$ cat config.mk
export PLATFORM = sky130hd
export DESIGN_NAME = osr_conv_seq
export DESIGN_NICKNAME = d
export VERILOG_FILES = /design/src/rtl/osr_seq_pkg.sv /design/src/rtl/osr_cfg_reg.sv /design/src/rtl/osr_tick_gen.sv /design/src/rtl/osr_conv_counter.sv /design/src/rtl/osr_conv_seq.sv
export SDC_FILE = /design/constraint.sdc
export NUM_CORES = 1
export LEC_CHECK = 0
export ABC_AREA = 1
export BUFFER_PORTS_ARGS = -buffer_cell sky130_fd_sc_hd__buf_4
export CELL_PAD_IN_SITES_DETAIL_PLACEMENT = 0
export CELL_PAD_IN_SITES_GLOBAL_PLACEMENT = 1
export CORE_MARGIN = 10
export CORE_UTILIZATION = 43
export DETAILED_ROUTE_END_ITERATION = 7
export GPL_TIMING_DRIVEN = 0
export PLACE_DENSITY = 0.82
export SLEW_MARGIN = 20
export SYNTH_ARGS = -nofsm -noshare
export SYNTH_HDL_FRONTEND = slang
export SYNTH_SLANG_ARGS = --single-unit
$ cat constraint.sdc
create_clock -name clk -period 1.94 [get_ports clk]
set_input_delay 0.388 -clock clk [delete_from_list [all_inputs] [get_ports clk]]
set_output_delay 0.388 -clock clk [all_outputs]
set_load 0.005 [all_outputs]
$ cat src/rtl/osr_seq_pkg.sv
package osr_seq_pkg;
  localparam int CFG_W        = 8;
  localparam int OSR_MIN_LOG2 = 6;
  localparam int OSR_STEPS    = 4;
  localparam int CNT_W        = OSR_MIN_LOG2 + OSR_STEPS;

  localparam int B_OSR_HI  = 7;
  localparam int B_OSR_LO  = 6;
  localparam int B_START   = 5;
  localparam int B_SRC     = 4;
  localparam int B_UNDIV   = 3;
  localparam int B_RANGE   = 2;
  localparam int B_OFS_OFF = 1;
  localparam int B_OFS_SEL = 0;

  // code bits are reversed in weight: 00->x1, 10->x2, 01->x4, 11->x8
  function automatic logic [CNT_W-1:0] osr_len(input logic [1:0] code);
    logic [CNT_W-1:0] one;
    int               step;
    one  = CNT_W'(1);
    step = {30'd0, code[0], code[1]};
    return one << (OSR_MIN_LOG2 + step);
  endfunction
endpackage

$ cat src/rtl/osr_cfg_reg.sv
module osr_cfg_reg
  import osr_seq_pkg::*;
(
  input  logic             clk,
  input  logic             rst_n,
  input  logic             wr_en,
  input  logic [CFG_W-1:0] wr_data,
  output logic             start_pulse,
  output logic             abort_pulse,
  output logic [1:0]       osr_next,
  output logic             undiv_next,
  output logic             src_pressure,
  output logic             rng_wide,
  output logic             ofs_en,
  output logic             ofs_hi
);
  logic [CFG_W-1:0] cfg_q, cfg_d;

  always_comb begin
    cfg_d = cfg_q;
    if (wr_en) cfg_d = wr_data;
  end

  always_ff @(posedge clk or negedge rst_n) begin
    if (!rst_n) cfg_q <= '0;
    else        cfg_q <= cfg_d;
  end

  always_comb begin
    start_pulse  = wr_en & wr_data[B_START] & ~cfg_q[B_START];
    abort_pulse  = wr_en & ~wr_data[B_START];
    osr_next     = wr_data[B_OSR_HI:B_OSR_LO];
    undiv_next   = wr_data[B_UNDIV];
    src_pressure = cfg_q[B_SRC];
    rng_wide     = cfg_q[B_RANGE];
    ofs_en       = ~cfg_q[B_OFS_OFF];
    ofs_hi       = ~cfg_q[B_OFS_OFF] & cfg_q[B_OFS_SEL];
  end

  p_cfg_hold_r2: assert property (@(posedge clk) disable iff (!rst_n)
    !wr_en |=> $stable(cfg_q));
endmodule

$ cat src/rtl/osr_tick_gen.sv
module osr_tick_gen (
  input  logic clk,
  input  logic rst_n,
  input  logic restart,
  input  logic undiv_in,
  input  logic run,
  output logic tick
);
  logic phase_q, phase_d;
  logic undiv_q, undiv_d;

  always_comb begin
    phase_d = phase_q;
    undiv_d = undiv_q;
    if (restart) begin
      phase_d = 1'b0;
      undiv_d = undiv_in;
    end else if (run) begin
      phase_d = ~phase_q;
    end
  end

  always_ff @(posedge clk or negedge rst_n) begin
    if (!rst_n) begin
      phase_q <= 1'b0;
      undiv_q <= 1'b0;
    end else begin
      phase_q <= phase_d;
      undiv_q <= undiv_d;
    end
  end

  assign tick = run & (undiv_q | phase_q);

  p_div_alternate_r6: assert property (@(posedge clk) disable iff (!rst_n)
    (tick && !undiv_q && !restart) |=> !tick);
  p_mode_latched_r9: assert property (@(posedge clk) disable iff (!rst_n)
    (run && !restart) |=> $stable(undiv_q));
endmodule

$ cat src/rtl/osr_conv_counter.sv
module osr_conv_counter
  import osr_seq_pkg::*;
#(
  parameter int CW = CNT_W
) (
  input  logic          clk,
  input  logic          rst_n,
  input  logic          start,
  input  logic          abort,
  input  logic          tick,
  input  logic [CW-1:0] len_in,
  output logic          busy,
  output logic          done
);
  logic [CW-1:0] cnt_q, cnt_d;
  logic          act_q, act_d;
  logic          eoc_q, eoc_d;

  always_comb begin
    cnt_d = cnt_q;
    act_d = act_q;
    eoc_d = eoc_q;
    if (start) begin
      cnt_d = len_in;
      act_d = 1'b1;
      eoc_d = 1'b0;
    end else if (abort) begin
      act_d = 1'b0;
      eoc_d = 1'b0;
    end else if (act_q && tick) begin
      cnt_d = cnt_q - CW'(1);
      if (cnt_q == CW'(1)) begin
        act_d = 1'b0;
        eoc_d = 1'b1;
      end
    end
  end

  always_ff @(posedge clk or negedge rst_n) begin
    if (!rst_n) begin
      cnt_q <= '0;
      act_q <= 1'b0;
      eoc_q <= 1'b0;
    end else begin
      cnt_q <= cnt_d;
      act_q <= act_d;
      eoc_q <= eoc_d;
    end
  end

  assign busy = act_q;
  assign done = eoc_q;

  p_cnt_nonzero_r3: assert property (@(posedge clk) disable iff (!rst_n)
    act_q |-> (cnt_q != '0));
  p_last_tick_eoc_r7: assert property (@(posedge clk) disable iff (!rst_n)
    (act_q && tick && cnt_q == CW'(1) && !start && !abort) |=> (eoc_q && !act_q));
endmodule

$ cat src/rtl/osr_conv_seq.sv
module osr_conv_seq
  import osr_seq_pkg::*;
(
  input  logic             clk,
  input  logic             rst_n,
  input  logic             wr_en,
  input  logic [CFG_W-1:0] wr_data,
  output logic             conv_busy,
  output logic             eoc,
  output logic             mod_tick,
  output logic             meas_pressure,
  output logic             range_wide,
  output logic             offset_en,
  output logic             offset_hi
);
  logic [1:0]       rst_sync_q;
  logic             rst_n_i;
  logic             start_pulse, abort_pulse;
  logic [1:0]       osr_next;
  logic             undiv_next;
  logic [CNT_W-1:0] len_next;

  always_ff @(posedge clk or negedge rst_n) begin
    if (!rst_n) rst_sync_q <= 2'b00;
    else        rst_sync_q <= {rst_sync_q[0], 1'b1};
  end
  assign rst_n_i = rst_sync_q[1];

  osr_cfg_reg u_cfg (
    .clk          (clk),
    .rst_n        (rst_n_i),
    .wr_en        (wr_en),
    .wr_data      (wr_data),
    .start_pulse  (start_pulse),
    .abort_pulse  (abort_pulse),
    .osr_next     (osr_next),
    .undiv_next   (undiv_next),
    .src_pressure (meas_pressure),
    .rng_wide     (range_wide),
    .ofs_en       (offset_en),
    .ofs_hi       (offset_hi)
  );

  assign len_next = osr_len(osr_next);

  osr_tick_gen u_tick (
    .clk      (clk),
    .rst_n    (rst_n_i),
    .restart  (start_pulse),
    .undiv_in (undiv_next),
    .run      (conv_busy),
    .tick     (mod_tick)
  );

  osr_conv_counter #(.CW(CNT_W)) u_cnt (
    .clk    (clk),
    .rst_n  (rst_n_i),
    .start  (start_pulse),
    .abort  (abort_pulse),
    .tick   (mod_tick),
    .len_in (len_next),
    .busy   (conv_busy),
    .done   (eoc)
  );

  always @(posedge clk) begin
    if (!rst_n_i) begin
      p_reset_idle_r1: assert (!eoc && !conv_busy && !mod_tick);
    end
  end

  p_start_r4: assert property (@(posedge clk) disable iff (!rst_n_i)
    start_pulse |=> (conv_busy && !eoc));
  p_eoc_hold_r7: assert property (@(posedge clk) disable iff (!rst_n_i)
    (eoc && !wr_en) |=> eoc);
  p_abort_r8: assert property (@(posedge clk) disable iff (!rst_n_i)
    (wr_en && !wr_data[B_START]) |=> (!conv_busy && !eoc));
  p_offset_gate_r10: assert property (@(posedge clk) disable iff (!rst_n_i)
    (wr_en && wr_data[B_OFS_OFF]) |=> (!offset_en && !offset_hi));
endmodule

# Word-level counts from Yosys, hierarchy flattened
# Index checks and enable logic that the tools add are counted.
classes:
  n_eq_ne: 2
  shift: 1
  reduce_logical: 7
  muxes: 13
  n_bitwise: 10
  add_sub_neg: 2
op_table:
  columns: ["op", "count"]
  rows:
  - ["$mux W10", 3]
  - ["$eq A10 B1 Y1 const B", 1]
  - ["$mux W1", 10]
  - ["$shl A1 B4 Y10 const A", 1]
  - ["$sub A10 B1 Y10 const B", 1]
  - ["$reduce_bool A3 Y1", 2]
  - ["$and A1 B1 Y1", 5]
  - ["$add A3 B2 Y4 const A", 1]
  - ["$not A1 Y1", 4]
  - ["$reduce_and A2 Y1", 2]
  - ["$reduce_bool A2 Y1", 2]
  - ["$ne A2 B2 Y1 const B", 1]
  - ["$logic_and A1 B1 Y1", 1]
  - ["$or A1 B1 Y1", 1]
word_totals:
  wordCells: 42
  out_inout_bits: 7
  register_bits: 22

# Logic depth before layout (Yosys ltp)
# Gate-level depths: netlist (run 1).
logic_depth:
  word_depth: 6
  mapped_depth: 9
  mapped_depth_nobuf: 9

# Modules after synthesis
# Synthesis (run 1) repeated with hierarchy kept, for this count alone.
hier_totals:
  cells_unflattened: 159
  hier_area_um2: 1206.2
by_module_without_submodules:
  columns: ["mod", "area_per_inst_um2", "instances", "cells_per_inst"]
  rows:
  - ["osr_conv_counter", 805.8, 1, 107]
  - ["osr_cfg_reg", 226.5, 1, 29]
  - ["osr_tick_gen", 90.1, 1, 12]
  - ["osr_conv_seq", 83.8, 1, 11]

# Worst setup path before layout (run 1)
# No wires, ideal clock.
synth_path:
  path_type: "register -> register"
  from: "register u_cnt.cnt_q[0]"
  to: "register u_cnt.cnt_q[6]"
  period_less_slack_ns: 1.418
  stages_incl_launch_ff: 8
  required_time_ns: 1.814
  arrival_time_ns: 1.292
  slack_ns: 0.522
  path_buffers: 0
  path_cell_list: "dfrtp_1 > inv_1 > ha_1 > inv_1 > nor3_1 > nand2_1 > nor3_1 > o21ai_0"
synth_via:
  elab_chain_cells: 4
synth_lines:
  columns: ["item", "line_no", "source"]
  rows:
  - ["start: declaration", "osr_conv_counter.sv:15", "logic [CW-1:0] cnt_q, cnt_d;"]
  - ["start signal: assignment", "osr_conv_counter.sv:45", "cnt_q <= cnt_d;"]
  - ["$sub A10 B1 Y10", "osr_conv_counter.sv:31", "cnt_d = cnt_q - CW'(1);"]
  - ["$mux W10", "osr_conv_counter.sv:30", "end else if (act_q && tick) begin"]
  - ["$mux W10", "osr_conv_counter.sv:27", "end else if (abort) begin"]
  - ["$mux W10", "osr_conv_counter.sv:23", "if (start) begin"]
# No other way between the ends. The select of a mux whose other input is x is not followed.
# A chain may end at the register's enable or synchronous reset.

# Final worst setup path (run 1)
layout_path:
  from: "register u_tick.phase_q"
  to: "output mod_tick"
layout_via:
  elab_chain_cells: 2
layout_lines:
  columns: ["item", "line_no", "source"]
  rows:
  - ["start: declaration", "osr_tick_gen.sv:9", "logic phase_q, phase_d;"]
  - ["start signal: assignment", "osr_tick_gen.sv:28", "phase_q <= phase_d;"]
  - ["$or A1 B1 Y1", "osr_tick_gen.sv:33", "assign tick = run & (undiv_q | phase_q);"]
  - ["$and A1 B1 Y1", "osr_tick_gen.sv:33", null]
  - ["end: declaration", "osr_conv_seq.sv:10", "output logic mod_tick,"]
# No other way between the ends.

==> results.json, run 1 <==
{
  "status": "complete, no violations",
  "timing.hold.worst.class": "primary input to flop",
  "start_kind": "flop",
  "clk_transition_reported_paths_ns": 0.13,
  "ys_top_cells_by_area": "sky130_fd_sc_hd__dfrtp_1 (48%), sky130_fd_sc_hd__nand2_1 (12%), sky130_fd_sc_hd__inv_1 (7.2%), sky130_fd_sc_hd__nor2_1 (5.5%), sky130_fd_sc_hd__o21ai_0 (4.6%)",
  "hold-worst-slack_ns": 0.254,
  "route.final.wire_length_um": 2420,
  "postSynthCellCount": 139,
  "ys_dominant_reg_cell": "sky130_fd_sc_hd__dfrtp_1",
  "area.sequential_sq_um": 526,
  "gp_congestion": 0.710,
  "drt_first_pass_iters": 4,
  "crit_slowest_cell": "sky130_fd_sc_hd__dfrtp_1",
  "h-tree-depth": 1,
  "drt-initial-drc-count": 42,
  "regToRegStartpoint": "u_cnt.cnt_q[0]",
  "layout-area-overhead-vs-synth_pct": 18.4,
  "grt_setup_unrepaired": "no",
  "route.vias.total": 963,
  "worst-setup-path-type": "flop to output port",
  "grt_util_all_layers_pct": 10.5,
  "placedInstanceArea_sq_um": 1260,
  "gr-total-overflow": 0,
  "die-height_um": 70.4,
  "fin_skew_ns": 0.0110,
  "r2r-end": "u_cnt.cnt_q[6]",
  "start_util_pct": 44.5,
  "worst_r2r_path_depth": 7,
  "dieArea_sq_um": 4960,
  "worstSkewPairLatency_ns": 0.32,
  "drcViolationCount": 0,
  "worst_pin_slew_ns": 0.775,
  "drv_slew": 0,
  "fp.coreArea_sq_um": 2450,
  "crit_chain": "o21ai_0 -> inv_1 -> buf_4",
  "maxCapViolCount": 0,
  "maximum_number_of_pins_on_one_net_before_global_route_repair": 20,
  "cell_count_along_the_critical_path": 3,
  "tritoncts": "done",
  "min_path_cells": 3,
  "hold_viol_final": 0,
  "synth.yosys.seq_area_share_pct": 48.1,
  "grt_pass1_wl_um": 4390,
  "synth_common_cells": "sky130_fd_sc_hd__nand2_1 (35), sky130_fd_sc_hd__dfrtp_1 (21), sky130_fd_sc_hd__inv_1 (21), sky130_fd_sc_hd__nor2_1 (16), sky130_fd_sc_hd__o21ai_0 (10)",
  "antenna_cells_inserted": 0,
  "cts-buffers-inserted": 3,
  "post-route-period-util_pct": 87.6,
  "syn_area_sq_um": 1090,
  "yosys.area.top_type_share_pct": 48.1,
  "critical_path.n_buffers_inverters": 2,
  "hpwl_um": 1890,
  "setup.worst_path.end_class": "output port",
  "most_repeated_cell_in_the_gate_level_netlist_after_synthesis": "sky130_fd_sc_hd__nand2_1",
  "yosys.area.top_type": "sky130_fd_sc_hd__dfrtp_1",
  "synth-seq-cells": 21,
  "worst_ep_required_time_ns": 1.55,
  "floorplan.rows": 18,
  "standby_leakage_power_nw": 0.706,
  "average_routed_wire_per_standard_cell_um": 12.7,
  "share_of_post_route_cells_with_drive_strength_above_1_pct": 17.4,
  "cts.sinks": 21,
  "drtAntennaViolNets": 0,
  "timing.max_slew.rel_slack_pct": 48.3,
  "via_per_inst": 5.04,
  "multi_input_area_sq_um": 463,
  "flop_to_flop_setup_slack_ns": 0.26,
  "count_of_input_and_output_buffers": 17,
  "postSynth.asyncResetShare_pct": 100,
  "hold_start": "wr_data[3]",
  "worst_path_dominant_cell_family": "flip-flops",
  "timing.final.crit_period_ns": 1.70,
  "powerDensity_nw_per_um2": 1110,
  "library_cell_used_as_clock_root_buffer": "sky130_fd_sc_hd__clkbuf_4",
  "edff_count_synth": 0,
  "whs_endpoint": "u_tick.undiv_q",
  "critical_path.max_stage_delay_ns": 0.41,
  "synth_warnings": 0,
  "clockBufferDepth": 2,
  "top_level_ports": 18,
  "number_of_global_route_vias_before_repair": 1020,
  "critPathArrivalTime_ns": 1.31,
  "synth.lib_cells_used.distinct": 22,
  "stdcell_area_sq_um": 1290,
  "nFillCells": 238,
  "post-cts-setup-buffer-count": 0,
  "totalNegativeSetupSlack_ns": 0,
  "worst-path-max-fanout": 3,
  "die_w_um": 70.4,
  "setup_viol": 0,
  "max-vdd-ir-drop_mv": 0.595,
  "grt_antenna_before_repair": 0,
  "synth_nets": 152,
  "fin_nets": 175,
  "syn_avg_cell_area_sq_um": 7.87,
  "max_clock_freq_mhz": 588
}
flip-flops by register name, summed over array words and instances (netlist names):
signal / count
u_cfg.cfg_q: 5
u_cnt.busy: 1
rst_sync_q: 2
u_tick.undiv_q: 1
u_cnt.cnt_q: 10
u_cnt.done: 1
u_tick.phase_q: 1
area by class of cell:
type	count	area share (%)
Buffer	1	1.06
Clock buffer	4	2.03
Inverter	23	7.05
Multi-Input combinational cell	94	35.7
Sequential cell	21	40.6
Tap cell	30	2.90
Timing Repair Buffer	18	10.6
metal layers:
metal  track usage [%]  up-vias  part of all wire [%]
met5                 0        -                     0
met4              6.14        0                   2.5
met3              3.25        6                   5.6
met2              17.2       22                    47
met1              11.5      457                    45
li1                  -      478                     -
kinds of logic after synthesis:
family	synth area share [%]
AND/OR/NAND/NOR	30.8
buffers and inverters	9.61
flip-flops	48.1
other	0.343
XOR/XNOR	0.801
adder cells (fa/ha/maj)	2.29
AO/OA/AOI/OAI	8.12
worst reg2reg max path, cell delays in order (launching register included):
cell and delay [ns]:
sky130_fd_sc_hd__dfrtp_1 0.44, sky130_fd_sc_hd__inv_1 0.11, sky130_fd_sc_hd__ha_1 0.14, sky130_fd_sc_hd__inv_1 0.06
sky130_fd_sc_hd__nor3_1 0.38, sky130_fd_sc_hd__nand2_1 0.14, sky130_fd_sc_hd__nor3_1 0.19, sky130_fd_sc_hd__o21ai_0 0.10
repair_timing:
action / 4_1_cts / 5_1_grt
gates resized for setup: 0 / 0
hold buffers: 1 / 0
hold endpoints to repair: 2 / 0
metrics by stage:
step | power, mW | std cells | worst slack, ns | utilization [%]
final | 1.43 | 191 | 0.240 | 52.8
after global placement | 1.18 | 186 | 0.298 | 51.3
after global routing | 1.57 | 191 | 0.0787 | 52.8
after floorplan | 1.05 | 139 | 0.522 | -
after detailed placement | 1.22 | 186 | 0.262 | 51.3
after CTS | 1.45 | 191 | 0.214 | 52.8
cell usage in the layout (no fill, tap or decap):
master	n
sky130_fd_sc_hd__dlygate4sd3_1	1
sky130_fd_sc_hd__o21ai_0	10
sky130_fd_sc_hd__inv_2	1
sky130_fd_sc_hd__nand3_1	9
sky130_fd_sc_hd__nand2_1	35
sky130_fd_sc_hd__o21ai_1	1
sky130_fd_sc_hd__nand2_2	1
sky130_fd_sc_hd__nand3_4	1
sky130_fd_sc_hd__conb_1	1
sky130_fd_sc_hd__clkbuf_1	1
sky130_fd_sc_hd__dfrtp_1	21
sky130_fd_sc_hd__nand4_1	2
sky130_fd_sc_hd__buf_4	17
sky130_fd_sc_hd__xor2_1	1
sky130_fd_sc_hd__clkbuf_8	1
sky130_fd_sc_hd__clkbuf_4	3
sky130_fd_sc_hd__a21boi_0	1
sky130_fd_sc_hd__nor2_1	16
sky130_fd_sc_hd__nand2_4	2
sky130_fd_sc_hd__o22ai_1	1
sky130_fd_sc_hd__inv_1	21
sky130_fd_sc_hd__a21oi_1	4
sky130_fd_sc_hd__ha_1	2
sky130_fd_sc_hd__nor2_4	1
sky130_fd_sc_hd__nor3_1	6
sky130_fd_sc_hd__inv_6	1
power by group:
group	leakage (nW)	total, mW	switching, mW	internal, mW
combinational	0.433	0.568	0.365	0.203
sequential	0.258	0.641	0.0872	0.554
clock	0.0150	0.225	0.144	0.0804
worst max path at each step:
| stage | from | endpoint | slack (ns) |
|---|---|---|---|
| CTS | u_tick.phase_q | mod_tick | 0.21 |
| global route | u_cnt.cnt_q[0] | u_cnt.cnt_q[6] | 0.08 |
| floorplan | u_cnt.cnt_q[0] | u_cnt.cnt_q[6] | 0.52 |
| global placement | u_cnt.cnt_q[0] | u_cnt.cnt_q[6] | 0.30 |
| detailed placement | u_cnt.cnt_q[0] | u_cnt.cnt_q[6] | 0.26 |
| finish | u_tick.phase_q | mod_tick | 0.24 |
Power figures use the tool's default switching activity.
==> run 2: changes to the inputs <==
--- a/config.mk
+++ b/config.mk
@@ -14,6 +14,7 @@
 export DETAILED_ROUTE_END_ITERATION = 7
 export GPL_TIMING_DRIVEN = 0
 export PLACE_DENSITY = 0.82
+export RECOVER_POWER = 50
 export SLEW_MARGIN = 20
 export SYNTH_ARGS = -nofsm -noshare
 export SYNTH_HDL_FRONTEND = slang
==> run 2 against run 1 <==
Effect of this change: register-to-register slack is essentially flat; count of clock-buffer cells in the layout is the same; global-route usage is the same; clock skew is essentially flat; clock power is essentially flat; sequential power is essentially flat; worst setup slack is the same; sequential share of layout area grew 0.12 points; core utilization shrank 0.15 points; first-iteration DRC count is the same.
==> results.json, run 2 (synthesis gave the netlist of run 1 again) <==
{
  "status": "complete, no violations",
  "post-cts-setup-buffer-count": 0,
  "route.vias.total": 963,
  "nFillCells": 238,
  "worst-setup-path-type": "flop to output port",
  "flop_to_flop_setup_slack_ns": 0.26,
  "worst_path_dominant_cell_family": "flip-flops",
  "post_layout_worst_setup_margin_ns": 0.240,
  "worst_ep_required_time_ns": 1.55,
  "start_kind": "flop",
  "largest_register_ffs": 10,
  "layout.cells.most_common_list": "sky130_fd_sc_hd__nand2_1 (35), sky130_fd_sc_hd__inv_1 (21), sky130_fd_sc_hd__dfrtp_1 (21)",
  "top_level_ports": 18,
  "tritoncts": "done",
  "critical_path.n_buffers_inverters": 2,
  "grt_util_all_layers_pct": 10.5,
  "setup.worst_path.end_class": "output port",
  "pre_cts_ws_ns": 0.262,
  "drcViolationCount": 0,
  "antenna_cells_inserted": 0,
  "die_w_um": 70.4,
  "share_of_post_route_cells_with_drive_strength_above_1_pct": 16.8,
  "grt_antenna_before_repair": 0,
  "start_util_pct": 44.5,
  "clk_transition_reported_paths_ns": 0.13,
  "worst-path-max-fanout": 3,
  "final_common_cell": "sky130_fd_sc_hd__nand2_1",
  "crit_chain": "o21ai_0 -> inv_1 -> buf_4",
  "layout-area-overhead-vs-synth_pct": 18.1,
  "max_clock_freq_mhz": 588,
  "number_of_global_route_vias_before_repair": 1020,
  "grt_setup_unrepaired": "no",
  "stdcell_count": 191,
  "gr-total-overflow": 0,
  "reg_top3": "u_cnt.cnt_q x10, u_cfg.cfg_q x5, rst_sync_q x2",
  "setup_viol": 0,
  "timing.final.crit_period_ns": 1.70,
  "count_of_input_and_output_buffers": 17,
  "cts-buffers-inserted": 3,
  "drt-initial-drc-count": 42,
  "cts.sinks": 21,
  "max-vdd-ir-drop_mv": 0.595,
  "library_cell_used_as_clock_root_buffer": "sky130_fd_sc_hd__clkbuf_4",
  "placedInstanceArea_sq_um": 1260,
  "route.layer.met1.wl_um": 1090,
  "worst_pin_slew_ns": 0.775,
  "top_layer_used": "met4",
  "h-tree-depth": 1,
  "fin_nets": 175,
  "maxCapViolCount": 0,
  "totalNegativeSetupSlack_ns": 0,
  "floorplan.rows": 18,
  "fp.coreArea_sq_um": 2450,
  "die-height_um": 70.4,
  "via_per_inst": 5.04,
  "dieArea_sq_um": 4960,
  "critPathArrivalTime_ns": 1.31,
  "drtAntennaViolNets": 0,
  "multi_input_area_sq_um": 463,
  "timing.hold.worst.class": "primary input to flop",
  "wl_met2_um": 1130,
  "gp_congestion": 0.710,
  "average_routed_wire_per_standard_cell_um": 12.7,
  "timing.max_slew.rel_slack_pct": 48.3,
  "post-route-period-util_pct": 87.6,
  "crit_slowest_cell": "sky130_fd_sc_hd__dfrtp_1",
  "place_inst": 186,
  "hold_viol_final": 0,
  "drt_first_pass_iters": 4,
  "area.sequential_sq_um": 526,
  "critical_path.max_stage_delay_ns": 0.41,
  "met3WireLength_um": 136,
  "powerDensity_nw_per_um2": 1110,
  "hpwl_um": 1890,
  "post_route_total_power_mw": 1.43,
  "fin_skew_ns": 0.0111,
  "drv_slew": 0,
  "worstSkewPairLatency_ns": 0.32,
  "grt_pass1_wl_um": 4390,
  "standby_leakage_power_nw": 0.702,
  "clockBufferDepth": 2,
  "route.final.wire_length_um": 2420,
  "registers.top_by_ff_count": "u_cnt.cnt_q",
  "maximum_number_of_pins_on_one_net_before_global_route_repair": 20,
  "stdcell_area_sq_um": 1290
}
[run 2: cell count changes in the layout (fill, tap and decap cells not counted)]
cell / delta
sky130_fd_sc_hd__buf_4: -1
sky130_fd_sc_hd__clkbuf_1: +1
[run 2: timing repair]
item | 4_1_cts | 5_1_grt
setup endpoints to repair | 0 | 0
hold buffers | 1 | 0
gates resized for setup | 0 | 0
endpoints found under the hold margin | 2 | 0
[run 2: final cells by class]
class | count | share of cell area, %
Tap cell | 30 | 2.91
Timing Repair Buffer | 18 | 10.4
Sequential cell | 21 | 40.7
Buffer | 1 | 1.07
Inverter | 23 | 7.07
Multi-Input combinational cell | 94 | 35.9
Clock buffer | 4 | 2.03
[run 2: final timing paths]
kind / depth (start not counted) / start / to
setup / recovery: 3 / u_tick.phase_q / mod_tick
hold / removal: 3 / wr_data[3] / u_tick.undiv_q
setup reg to reg: 7 / u_cnt.cnt_q[0] / u_cnt.cnt_q[6]
hold reg to reg: 0 / rst_sync_q[1] / u_cfg.cfg_q[5]
max in group asynchronous: 0 / rst_sync_q[1] / u_cnt.cnt_q[4]
min in group asynchronous: 0 / rst_sync_q[1] / u_cfg.cfg_q[5]
[run 2: power breakdown]
group / leakage [nW] / switching [mW] / internal (mW)
Clock: 0.0150 / 0.144 / 0.0804
Sequential: 0.258 / 0.0872 / 0.554
Combinational: 0.429 / 0.365 / 0.202
[run 2: worst reg2reg max path: stages, from the launching register on]
cell and delay [ns]:
sky130_fd_sc_hd__dfrtp_1 0.44, sky130_fd_sc_hd__inv_1 0.11, sky130_fd_sc_hd__ha_1 0.14, sky130_fd_sc_hd__inv_1 0.06
sky130_fd_sc_hd__nor3_1 0.38, sky130_fd_sc_hd__nand2_1 0.14, sky130_fd_sc_hd__nor3_1 0.19, sky130_fd_sc_hd__o21ai_0 0.10
[run 2: per-layer routing]
layer  global-route usage [%]  vias to the layer above
met2                     17.2                       22
met3                     3.25                        6
li1                         -                      478
met5                        0                        -
met1                     11.5                      457
met4                     6.14                        0
[run 2: per-stage QoR]
step | hold slack, ns | util (%)
floorplan | 0.0924 | -
global placement | 0.170 | 51.3
detailed placement | 0.171 | 51.3
CTS | 0.253 | 52.8
global route | 0.267 | 52.6
finish | 0.254 | 52.6
==> run 3: changes to the inputs <==
--- a/config.mk
+++ b/config.mk
@@ -18,4 +18,5 @@
 export SLEW_MARGIN = 20
 export SYNTH_ARGS = -nofsm -noshare
 export SYNTH_HDL_FRONTEND = slang
+export SYNTH_HIERARCHICAL = 1
 export SYNTH_SLANG_ARGS = --single-unit
==> run 3 against run 2 <==
Effect of this change: fmax grew 7.4%; final area increased by 8.5%; hold slack gained 0.027 ns; clock power decreased by 5%; synthesized area up 10%; synthesized cell count grew 14%.
==> results.json, run 3 <==
{
  "maxCapViolCount": 0,
  "grt_setup_unrepaired": "no",
  "yosys.area.top_type_share_pct": 43.6,
  "ys_top_cells_by_area": "sky130_fd_sc_hd__dfrtp_1 (44%), sky130_fd_sc_hd__nand2_1 (15%), sky130_fd_sc_hd__inv_1 (5.6%), sky130_fd_sc_hd__nor2_1 (5.6%), sky130_fd_sc_hd__nand3_1 (5.4%)",
  "synth-seq-cells": 21,
  "totalNegativeSetupSlack_ns": 0,
  "postSynth.asyncResetShare_pct": 100,
  "critPathArrivalTime_ns": 1.77,
  "ys_dominant_reg_cell": "sky130_fd_sc_hd__dfrtp_1",
  "fp.coreArea_sq_um": 2710,
  "library_cell_used_as_clock_root_buffer": "sky130_fd_sc_hd__clkbuf_4",
  "registers.top_by_ff_count": "u_cnt/cnt_q",
  "gp_congestion": 0.748,
  "regToRegStartpoint": "u_cfg/cfg_q[5]",
  "die_w_um": 73.0,
  "max_clock_freq_mhz": 632,
  "gr-total-overflow": 0,
  "cts_hold_buffers": 1,
  "clk_transition_reported_paths_ns": 0.12,
  "post_route_utilization_pct": 51.7,
  "crit_chain": "nor2_1 -> inv_2 -> nand2_4 -> inv_2 -> nand3_1 -> nand3_1",
  "post_route_total_power_mw": 1.38,
  "crit_slowest_cell": "sky130_fd_sc_hd__nor2_1",
  "share_of_post_route_cells_with_drive_strength_above_1_pct": 18.0,
  "start_kind": "flop",
  "stdcell_count": 214,
  "setup.worst_path.end_class": "flop",
  "status": "complete, no violations",
  "antenna_cells_inserted": 0,
  "floorplan.rows": 19,
  "hold-worst-slack_ns": 0.281,
  "drcViolationCount": 0,
  "grt_pass1_wl_um": 4650,
  "drt-initial-drc-count": 51,
  "grt_util_all_layers_pct": 10.6,
  "timing.hold.worst.class": "primary input to flop",
  "share_seq_of_total_power_pct": 46.4,
  "start_util_pct": 44.5,
  "max-vdd-ir-drop_mv": 0.481,
  "worst_pin_slew_ns": 0.799,
  "drtAntennaViolNets": 0,
  "cts.sinks": 21,
  "post-cts-setup-buffer-count": 0,
  "h-tree-depth": 1,
  "maximum_number_of_pins_on_one_net_before_global_route_repair": 20,
  "reg_top3": "u_cnt/cnt_q x10, u_cfg/cfg_q x5, rst_sync_q x2",
  "top_level_ports": 18,
  "postSynthCellCount": 159,
  "powerDensity_nw_per_um2": 986,
  "critical_path.n_buffers_inverters": 2,
  "worst_ep_required_time_ns": 2.13,
  "fin_nets": 197,
  "route.vias.total": 1047,
  "hold_viol_final": 0,
  "tritoncts": "done",
  "synth_warnings": 6,
  "synth.yosys.seq_area_share_pct": 43.6,
  "synth_common_cells": "sky130_fd_sc_hd__nand2_1 (47), sky130_fd_sc_hd__dfrtp_1 (21), sky130_fd_sc_hd__inv_1 (18), sky130_fd_sc_hd__nor2_1 (18), sky130_fd_sc_hd__nand3_1 (13)",
  "drt_first_pass_iters": 4,
  "share_clk_of_total_power_pct": 15.5,
  "route.final.wire_length_um": 2540,
  "count_of_input_and_output_buffers": 14,
  "worst_path_dominant_cell_family": "simple AND/OR/NAND/NOR gates",
  "drv_slew": 0,
  "switchingPower_uw": 558,
  "hold_start": "wr_data[3]",
  "worstSkewPairLatency_ns": 0.30,
  "grt_antenna_before_repair": 0,
  "cts-resized-gates": 0,
  "switching_share_pct": 40.4,
  "timing.final.crit_period_ns": 1.58,
  "average_routed_wire_per_standard_cell_um": 11.8,
  "edff_count_synth": 0,
  "dieArea_sq_um": 5320,
  "largest_register_ffs": 10,
  "hpwl_um": 1960,
  "most_repeated_cell_in_the_gate_level_netlist_after_synthesis": "sky130_fd_sc_hd__nand2_1",
  "layout.cells.most_common_list": "sky130_fd_sc_hd__nand2_1 (47), sky130_fd_sc_hd__dfrtp_1 (21), sky130_fd_sc_hd__inv_1 (18), sky130_fd_sc_hd__nor2_1 (18), sky130_fd_sc_hd__buf_4 (17)",
  "setup_crit_start": "u_cfg/cfg_q[5]",
  "number_of_global_route_vias_before_repair": 1079,
  "standby_leakage_power_nw": 0.747,
  "layout-area-overhead-vs-synth_pct": 16.2,
  "power.share.combinational_pct": 38.1,
  "final_common_cell": "sky130_fd_sc_hd__nand2_1",
  "syn_area_sq_um": 1210,
  "setup_viol": 0,
  "synth.lib_cells_used.distinct": 22,
  "via_per_inst": 4.89,
  "die-height_um": 73.0,
  "critical_path.max_stage_delay_ns": 0.47,
  "post-route-period-util_pct": 81.6,
  "clockBufferDepth": 2,
  "yosys.area.top_type": "sky130_fd_sc_hd__dfrtp_1",
  "worst-path-max-fanout": 9,
  "cts-buffers-inserted": 3,
  "internal_power_uw": 824,
  "syn_avg_cell_area_sq_um": 7.59,
  "fin_skew_ns": 0.00405,
  "worst-setup-path-type": "flop to flop",
  "timing.max_slew.rel_slack_pct": 46.8,
  "place_inst": 209
}
## run 3: cell count changes in the layout (fill, tap and decap cells not counted), moves of 2 or more
cell,previous run,this run
sky130_fd_sc_hd__nand2_1,35,47
sky130_fd_sc_hd__conb_1,1,7
sky130_fd_sc_hd__o21ai_0,10,4
sky130_fd_sc_hd__nor3_1,6,1
sky130_fd_sc_hd__nand3_1,9,13
sky130_fd_sc_hd__a22oi_1,0,3
sky130_fd_sc_hd__inv_1,21,18
sky130_fd_sc_hd__inv_2,1,4
sky130_fd_sc_hd__o211ai_1,0,3
sky130_fd_sc_hd__o21ai_1,1,4
sky130_fd_sc_hd__a21oi_1,4,2
sky130_fd_sc_hd__nor2_1,16,18
sky130_fd_sc_hd__nor2_2,0,2
sky130_fd_sc_hd__nor2_8,0,2
## run 3: routing by layer
metal / share of wire [%] / vias up / routed length, um / track usage [%]
li1: - / 539 / - / -
met1: 47 / 482 / 1200 / 12.7
met2: 47 / 24 / 1190 / 17.9
met3: 4.8 / 2 / 121 / 2.45
met4: 0.83 / 0 / 21 / 4.01
met5: 0 / - / 0 / 0
## run 3: final timing paths
path | cells past startpoint | slack, ns | to
max in group asynchronous | 0 | 1.10 | u_cfg/cfg_q[2]
worst max-delay path | 6 | 0.36 | u_cnt/cnt_q[5]
worst min register to register | 0 | 0.33 | u_tick/phase_q
min in group asynchronous | 0 | 0.33 | u_tick/phase_q
worst max register to register | 6 | 0.36 | u_cnt/cnt_q[5]
worst min-delay path | 3 | 0.28 | u_tick/undiv_q
## run 3: kinds of logic (layout without fill, tap and decap cells)
family,after synthesis,in the layout,synth area share (%)
compound gates,16,16,7.88
xor+xnor,1,1,0.726
fa+ha+maj,2,2,2.07
buf+inv,26,45,9.34
flops,21,21,43.6
other cells,2,7,0.623
simple gates,91,91,35.8
## run 3: cell type report
class / instances / area [sq um]
timing repair buffer: 15 / 111
sequential: 21 / 526
clock buffer: 4 / 26.3
fill: 286 / 1310
tap: 31 / 38.8
buffer: 4 / 30.0
multi-input combinational: 117 / 587
inverter: 22 / 82.6
## run 3: per-stage QoR
stage	worst slack, ns	cell area, sq um
6_report	0.357	1400
3_5_place_dp	0.150	1370
4_1_cts	0.323	1410
3_3_place_gp	0.190	1370
2_1_floorplan	0.522	1220
5_1_grt	0.187	1400
## run 3: power groups by stage
stage          logic [mW]  clock network, mW  registers (mW)
2_1_floorplan       0.406                  0           0.626
3_3_place_gp        0.512                  0           0.644
3_5_place_dp        0.525                  0           0.649
4_1_cts             0.530              0.226           0.640
5_1_grt             0.611              0.242           0.660
6_report            0.526              0.214           0.641
## run 3: worst min-delay path: cells and delay by family
kind	cells	cell delay (ns)
buffers and inverters	1	0.08
AND/OR/NAND/NOR	2	0.09
